**src/rtl/sadc_pkg.sv**
```systemverilog
package sadc_pkg;
  typedef enum logic [1:0] {
    MODE_SINGLE = 2'd0,
    MODE_SYNC   = 2'd1,
    MODE_FREE   = 2'd2,
    MODE_RSVD   = 2'd3
  } sadc_mode_e;

  localparam int unsigned FRAME_LEN = 12;
endpackage

```
**src/rtl/sadc_clkgen.sv**
```systemverilog
module sadc_clkgen #(
  parameter int unsigned DIV_W = 8
) (
  input  logic             clk_i,
  input  logic             rst_ni,
  input  logic             run_i,
  input  logic [DIV_W-1:0] half_i,
  output logic             adc_clk_o,
  output logic             rise_o,
  output logic             fall_o
);
  logic [DIV_W-1:0] cnt_q;
  logic [DIV_W-1:0] half_eff;
  logic             clk_q;
  logic             wrap;

  assign half_eff = (half_i == '0) ? DIV_W'(1) : half_i;
  assign wrap     = (cnt_q == half_eff - DIV_W'(1));

  always_ff @(posedge clk_i or negedge rst_ni) begin
    if (!rst_ni) begin
      cnt_q <= '0;
      clk_q <= 1'b0;
    end else if (!run_i) begin
      cnt_q <= '0;
      clk_q <= 1'b0;
    end else if (wrap) begin
      cnt_q <= '0;
      clk_q <= ~clk_q;
    end else begin
      cnt_q <= cnt_q + DIV_W'(1);
    end
  end

  // edge happens at the end of the flagged cycle
  assign rise_o    = run_i & wrap & ~clk_q;
  assign fall_o    = run_i & wrap & clk_q;
  assign adc_clk_o = clk_q;
endmodule

```
**src/rtl/sadc_seq.sv**
```systemverilog
module sadc_seq
  import sadc_pkg::*;
#(
  parameter int unsigned WORD_W = 8
) (
  input  logic       clk_i,
  input  logic       rst_ni,
  input  logic [1:0] mode_i,
  input  logic       req_i,
  input  logic       rise_i,
  input  logic       fall_i,
  output logic       run_o,
  output logic       sc_no,
  output logic       sample_o,
  output logic       last_o
);
  localparam int unsigned EDGE_W = $clog2(FRAME_LEN + 1);
  localparam logic [EDGE_W-1:0] LAST_E    = EDGE_W'(FRAME_LEN);
  localparam logic [EDGE_W-1:0] RAISE_PRE = EDGE_W'(FRAME_LEN - 2);
  localparam logic [EDGE_W-1:0] SAMP_LO   = EDGE_W'(FRAME_LEN - WORD_W);
  localparam logic [EDGE_W-1:0] SAMP_HI   = EDGE_W'(FRAME_LEN - 1);

  logic              run_q;
  logic              sc_q;
  logic              cont_q;
  sadc_mode_e        mode_q;
  logic [EDGE_W-1:0] edge_q;
  logic              repeat_c;

  assign repeat_c = (mode_q == MODE_SYNC) || (mode_q == MODE_FREE);

  always_ff @(posedge clk_i or negedge rst_ni) begin
    if (!rst_ni) begin
      run_q  <= 1'b0;
      sc_q   <= 1'b1;
      cont_q <= 1'b0;
      mode_q <= MODE_SINGLE;
      edge_q <= '0;
    end else if (!run_q) begin
      if (req_i) begin
        run_q  <= 1'b1;
        sc_q   <= 1'b0;
        cont_q <= 1'b0;
        edge_q <= '0;
        mode_q <= sadc_mode_e'(mode_i);
      end
    end else begin
      if (rise_i) begin
        edge_q <= edge_q + EDGE_W'(1);
        if (edge_q == RAISE_PRE) begin
          cont_q <= repeat_c && req_i;
          sc_q   <= !((mode_q == MODE_FREE) && req_i);
        end
      end
      if (fall_i && edge_q == LAST_E) begin
        edge_q <= '0;
        if (cont_q) sc_q  <= 1'b0;
        else        run_q <= 1'b0;
      end
    end
  end

  assign run_o    = run_q;
  assign sc_no    = sc_q;
  assign sample_o = rise_i && (edge_q >= SAMP_LO) && (edge_q <= SAMP_HI);
  assign last_o   = rise_i && (edge_q == SAMP_HI);
endmodule

```
**src/rtl/sadc_shift.sv**
```systemverilog
module sadc_shift #(
  parameter int unsigned WORD_W = 8
) (
  input  logic              clk_i,
  input  logic              rst_ni,
  input  logic              sample_i,
  input  logic              last_i,
  input  logic              bit_i,
  output logic [WORD_W-1:0] data_o,
  output logic              valid_o
);
  logic [WORD_W-1:0] sr_q;
  logic [WORD_W-1:0] sr_nxt;
  logic [WORD_W-1:0] data_q;
  logic              valid_q;

  assign sr_nxt = {sr_q[WORD_W-2:0], bit_i};

  always_ff @(posedge clk_i or negedge rst_ni) begin
    if (!rst_ni) begin
      sr_q    <= '0;
      data_q  <= '0;
      valid_q <= 1'b0;
    end else begin
      valid_q <= last_i;
      if (sample_i) sr_q   <= sr_nxt;
      if (last_i)   data_q <= sr_nxt;
    end
  end

  assign data_o  = data_q;
  assign valid_o = valid_q;
endmodule

```
**src/rtl/sadc_capture.sv**
```systemverilog
module sadc_capture
  import sadc_pkg::*;
#(
  parameter int unsigned WORD_W = 8,
  parameter int unsigned DIV_W  = 8
) (
  input  logic              clk_i,
  input  logic              rst_ni,
  input  logic [1:0]        mode_i,
  input  logic              req_i,
  input  logic [DIV_W-1:0]  half_i,
  input  logic              adc_dout_i,
  output logic              adc_clk_o,
  output logic              adc_sc_no,
  output logic [WORD_W-1:0] data_o,
  output logic              valid_o,
  output logic              busy_o
);
  logic run, rise, fall, sample, last;

  sadc_clkgen #(.DIV_W(DIV_W)) i_clkgen (
    .clk_i     (clk_i),
    .rst_ni    (rst_ni),
    .run_i     (run),
    .half_i    (half_i),
    .adc_clk_o (adc_clk_o),
    .rise_o    (rise),
    .fall_o    (fall)
  );

  sadc_seq #(.WORD_W(WORD_W)) i_seq (
    .clk_i    (clk_i),
    .rst_ni   (rst_ni),
    .mode_i   (mode_i),
    .req_i    (req_i),
    .rise_i   (rise),
    .fall_i   (fall),
    .run_o    (run),
    .sc_no    (adc_sc_no),
    .sample_o (sample),
    .last_o   (last)
  );

  sadc_shift #(.WORD_W(WORD_W)) i_shift (
    .clk_i    (clk_i),
    .rst_ni   (rst_ni),
    .sample_i (sample),
    .last_i   (last),
    .bit_i    (adc_dout_i),
    .data_o   (data_o),
    .valid_o  (valid_o)
  );

  assign busy_o = run;
endmodule

```
**config.mk**
```make
export PLATFORM = sky130hd
export DESIGN_NAME = sadc_capture
export DESIGN_NICKNAME = d
export VERILOG_FILES = /design/src/rtl/sadc_pkg.sv /design/src/rtl/sadc_clkgen.sv /design/src/rtl/sadc_seq.sv /design/src/rtl/sadc_shift.sv /design/src/rtl/sadc_capture.sv
export SDC_FILE = /design/constraint.sdc
export NUM_CORES = 1
export LEC_CHECK = 0
export ABC_AREA = 1
export BUFFER_PORTS_ARGS = -buffer_cell sky130_fd_sc_hd__buf_2
export CAP_MARGIN = 15
export CELL_PAD_IN_SITES_DETAIL_PLACEMENT = 1
export CELL_PAD_IN_SITES_GLOBAL_PLACEMENT = 2
export CORE_MARGIN = 5
export CORE_UTILIZATION = 36
export CTS_BUF_LIST = sky130_fd_sc_hd__clkbuf_16
export DETAILED_ROUTE_END_ITERATION = 16
export PLACE_DENSITY_LB_ADDON = 0.1
export SLEW_MARGIN = 20
export SYNTH_ARGS = -nofsm -noshare
export SYNTH_HDL_FRONTEND = slang
export SYNTH_SLANG_ARGS = --single-unit
```
**constraint.sdc**
```tcl
create_clock -name clk_i -period 2.8 [get_ports clk_i]
set_clock_uncertainty 0.15 [all_clocks]
set_input_delay 0.42 -clock clk_i [delete_from_list [all_inputs] [get_ports clk_i]]
set_output_delay 0.42 -clock clk_i [all_outputs]
set_load 0.01 [all_outputs]
```
; After elaboration in Yosys (flattened, before gate mapping)
; Index checks and enable logic that the tools add are counted.
[classes]
add_sub_neg = 3
n_bitwise = 5
n_mux = 22
magnitude_cmp = 2
reduce_logical = 13
eq_ne = 10
[ops]
columns = operator, count
row1 = 8-bit 2-to-1 mux, 3
row2 = 4-bit 2-to-1 mux, 4
row3 = 1-bit 2-to-1 mux, 15
row4 = "4-bit == test, second input constant", 3
row5 = "8-bit by 1-bit adder with 8-bit output, second input constant", 1
row6 = 8-bit == test, 1
row7 = 8-bit logical NOT, 1
row8 = "8-bit by 1-bit subtractor with 8-bit output, second input constant", 1
row9 = 1-bit logical AND, 6
row10 = "4-bit by 1-bit adder with 4-bit output, second input constant", 1
row11 = "4-bit by 3-bit >= comparator with 1-bit output, second input constant", 1
row12 = "4-bit <= comparator, second input constant", 1
row13 = "2-bit != test, second input constant", 2
row14 = 2-bit AND reduction, 2
row15 = 1-bit bitwise AND, 3
row16 = "3-bit by 2-bit != test with 1-bit output, second input constant", 1
row17 = 3-bit AND reduction, 1
row18 = "2-bit by 1-bit == test with 1-bit output, second input constant", 1
row19 = "2-bit == test, second input constant", 1
row20 = "2-bit by 1-bit != test with 1-bit output, second input constant", 1
row21 = 1-bit inverter, 2
row22 = 2-bit nonzero test, 1
row23 = 1-bit logical NOT, 1
row24 = 1-bit logical OR, 1
[totals]
regBits = 34
in_bits = 14
wordCells = 65
out_inout_bits = 12

; Logic depth before layout (Yosys ltp)
[logic_depth]
depth_word = 10
depth_mapped = 21
depth_no_buf = 21

; Cells and area by module
; Synthesis repeated with hierarchy kept, for this count alone.
[hier_totals]
cells_unflattened = 270
area_unflattened_um2 = 2023.2
[modules_own_cells]
columns = module, cells_per_inst, seq_area_each_um2, n_inst, area_per_inst_um2
row1 = sadc_clkgen, 124, 225.2, 1, 834.6
row2 = sadc_shift, 65, 400.4, 1, 599.3
row3 = sadc_seq, 81, 226.5, 1, 589.3

; Worst setup path after synthesis
; No wires, ideal clock.
[synth_path]
path_kind = input -> register
from = input port half_i[5]
to = register i_shift.data_q[5], in the netlist i_shift.data_o[5]
cell_stages = 18
setup_time_ps = 118
setup_slack_ps = 193
t_arrival_ps = 2339
cell_sequence = inv_1 -> nand2_1 -> nor2_4 -> nand2_4 -> nand2_2 -> inv_1 -> ha_1 -> xor2_1 -> nand3_1 -> nor2_1 -> nand2_1 -> nor2_4 -> nand3_4 -> nor2_8 -> nand3_4 -> buf_6 -> nand2_2 -> o21ai_2
[synth_via]
elab_chain_len = 7
[synth_rtl]
columns = element, line
row1 = from (decl), sadc_capture.sv:11  ; input logic [DIV_W-1:0] half_i,
row2 = 8-bit logical NOT, sadc_clkgen.sv:17  ; assign half_eff = (half_i == '0) ? DIV_W'(1) : half_i;
row3 = 8-bit 2-to-1 mux (*), sadc_clkgen.sv:17
row4 = 8-bit by 1-bit subtractor with 8-bit output (*), sadc_clkgen.sv:18  ; assign wrap = (cnt_q == half_eff - DIV_W'(1));
row5 = 8-bit == test (*), sadc_clkgen.sv:18
row6 = 1-bit bitwise AND (*) (2 in series), sadc_clkgen.sv:36  ; assign rise_o = run_i & wrap & ~clk_q;
row7 = 1-bit logical AND (*), sadc_seq.sv:66  ; assign last_o = rise_i && (edge_q == SAMP_HI);
row8 = to (signal assigned), sadc_shift.sv:27  ; if (last_i) data_q <= sr_nxt;
row9 = to (decl), sadc_shift.sv:14  ; logic [WORD_W-1:0] data_q;
; Mark *: on every way between the ends. The rest lies on a longest branch, timed or not.
; A chain may end at the register's enable or synchronous reset.

; Worst setup path after layout
[layout_path]
from = input port half_i[5]
to = register i_shift.data_q[6], in the netlist i_shift.data_o[6]
; The elaborated chain is that of the path after synthesis.

==> results.json <==
{
  "status": "completed",
  "finalHoldViolCount": 0,
  "io_pins": 26,
  "clkTransAtPathRegs_ns": 0.05,
  "powerDensity_nw_per_um2": 689,
  "yosysWarnings": 0,
  "setup_tns_ns": 0,
  "crit_start": "half_i[5]",
  "ys_seq_area_frac": 0.413,
  "io_buffers": 25,
  "grtUsageTotal": 0.150,
  "cts_buffers": 5,
  "hp-class": "primary input to async pin",
  "wl_met3_microns": 169,
  "crit_type": "primary input to register",
  "rsz0062_at_grt": "no",
  "final.fill_count": 710,
  "fp.dieH_microns": 85.7,
  "reg2regPathDepth": 14,
  "clk_latency_ns": 0.28,
  "cp.required_ns": 2.81,
  "core_area_sq_um": 5540,
  "worstPathArrival_ns": 2.58,
  "start_util": 0.372,
  "grt-ovfl-total": 0,
  "first_global_vias": 1950,
  "wl_per_cell_microns": 12.9,
  "place_ws_ns": -0.0687,
  "placed_cell_area_sq_um": 2360,
  "grt_pass1_wl_microns": 8880,
  "postSynthAreaPerCell_sq_um": 7.82,
  "final-setup-viol-count": 0,
  "p_leak_nw": 1.31,
  "fin_crit_ns": 2.57,
  "dieWidth_microns": 85.7,
  "cts-root-buf": "clkbuf_16",
  "timing.final.crit_share": 0.917,
  "ant_nets": 0,
  "nets": 329,
  "cp-end-kind": "register",
  "wirelength_met1_microns": 2450,
  "cts_tree": "yes",
  "final_area_sq_um": 2520,
  "grt_max_degree": 35,
  "netlist_area_sq_um": 2060,
  "cts_max_path_buffers": 2,
  "r2r-end": "i_shift.data_o[6]",
  "final_cell_mix": "71 x nand2_1, 35 x inv_1, 33 x dfrtp_1",
  "first_pass_iters": 4,
  "post_cts_buffers": 0,
  "syn2layout_area_growth_pct": 22.0,
  "yosysUniqueCellTypes": 30,
  "timing.fmax_ghz": 0.390,
  "synth_area_leader_cell": "dfrtp_1",
  "cts_num_sinks": 34,
  "cts_hold_buffers": 0,
  "timing.max_cap.violations": 0,
  "rows": 27,
  "final_layout_size_suffix_gt1_frac": 0.274,
  "dp_hpwl_microns": 3830,
  "antenna_cells": 0,
  "r2r_setup_slack_ns": 0.68,
  "finalHoldWorstSlack_ns": 0.0704,
  "max_slew_margin": 0.483,
  "synth_top_cell_area_share": 0.400,
  "finalWorstSetupSlack_ns": 0.234,
  "met2_length_microns": 2260,
  "drt_iter0_drc": 28,
  "worst_pin_slew_ns": 0.775,
  "htreeDepth": 2,
  "via_count": 1771,
  "syn_nets": 284,
  "r2r_start": "i_clkgen.cnt_q[4]",
  "ir_worst_vdd_v": 0.000367,
  "layout_commonest_cell": "nand2_1",
  "antenna_found_initial": 0,
  "gp_congestion": 0.735,
  "synthCells": 264,
  "wirelength_microns": 4940,
  "synth_top_cells_by_area": "dfrtp_1 40%, nand2_1 13%, inv_1 6.2%",
  "crit_fanout": 8,
  "cp-start-kind": "primary input",
  "cts_resized": 0,
  "dieArea_sq_um": 7350,
  "slew_violations": 0,
  "ys_ff_latch": 34,
  "top_layer": "met4",
  "drcViolationCount": 0,
  "endpoint": "i_shift.data_o[6]",
  "vias_per_cell": 4.64
}
[worst max-delay path, stage by stage]
cell and delay, ns:
buf_2 0.10, inv_1 0.06, nand2_1 0.09, nor2_4 0.15
nand2_4 0.06, nand2_2 0.06, inv_1 0.04, ha_2 0.30
xor2_1 0.18, nand3_1 0.09, nor2_1 0.10, nand2_1 0.09
nor2_4 0.10, nand3_4 0.10, nor2_8 0.18, nand3_2 0.25
nand2_2 0.14, o21ai_2 0.05
[worst min-delay path by stage]
stage                         endpoint  slack (ns)              start  cells past startpoint
floorplan           i_clkgen.adc_clk_o       -0.03             rst_ni                      0
global placement     i_shift.data_o[2]        0.32  i_shift.data_o[2]                      2
detailed placement     i_shift.sr_q[2]        0.32    i_shift.sr_q[2]                      2
CTS                  i_clkgen.cnt_q[5]        0.11             rst_ni                      1
global route         i_clkgen.cnt_q[5]        0.14             rst_ni                      1
finish               i_shift.data_o[7]        0.07             rst_ni                      1
[sequential cells by signal, summed over array words and instances (netlist names)]
name and flops:
i_seq.run_o 1, i_seq.mode_q 2, i_seq.sc_no 1, i_clkgen.cnt_q 8, i_shift.valid_o 1, i_seq.edge_q 4
i_seq.cont_q 1, i_shift.sr_q 7, i_clkgen.adc_clk_o 1, i_shift.data_o 8
[synth_stat cells]
master / number
nand2_1: 71
inv_1: 34
dfrtp_1: 33
nor2_1: 26
nand3_1: 20
o21ai_2: 11
inv_2: 9
ha_1: 6
o21ai_1: 6
nand2_2: 5
nand4_1: 5
xor2_1: 5
a21oi_1: 4
xnor2_1: 4
nand3_4: 3
nor3_1: 3
o21ai_0: 3
buf_6: 2
nor2_2: 2
nor2_4: 2
a31oi_1: 1
and2_1: 1
and3_1: 1
buf_2: 1
dfstp_2: 1
mux2_2: 1
nand2_4: 1
nor2_8: 1
o2111ai_1: 1
o21bai_1: 1
[area by class of cell]
class	instances	area (sq um)	share of cell area
Inverter	43	161	0.0641
Clock buffer	5	125	0.0497
Tap cell	72	90.1	0.0358
Multi-Input combinational cell	185	1040	0.413
Clock inverter	3	12.5	0.00497
Timing Repair Buffer	40	238	0.0944
Sequential cell	34	852	0.338
[metal layers]
layer | vias up | track usage
met1 | 826 | 0.203
met2 | 23 | 0.234
met4 | 0 | 0.0475
li1 | 916 | -
met3 | 6 | 0.0403
met5 | - | 0
[metrics by stage]
step	cells	util	total power, mW
after floorplan	264	-	1.06
after global placement	373	0.427	1.21
after detailed placement	373	0.427	1.23
after CTS	381	0.451	1.77
after global routing	382	0.454	1.89
final	382	0.454	1.73
[where the power goes]
| part | internal [mW] | switching (mW) |
|---|---|---|
| combinational | 0.212 | 0.321 |
| sequential | 0.583 | 0.0999 |
| clock | 0.321 | 0.197 |
[cell families after synthesis]
| kind of cell | synth area share |
|---|---|
| compound gates | 0.0891 |
| xor+xnor | 0.0382 |
| fa+ha+maj | 0.0364 |
| buf+inv | 0.0916 |
| flops | 0.413 |
| mux | 0.00546 |
| simple gates | 0.326 |
Note: power is estimated with default switching activity, not from simulation.
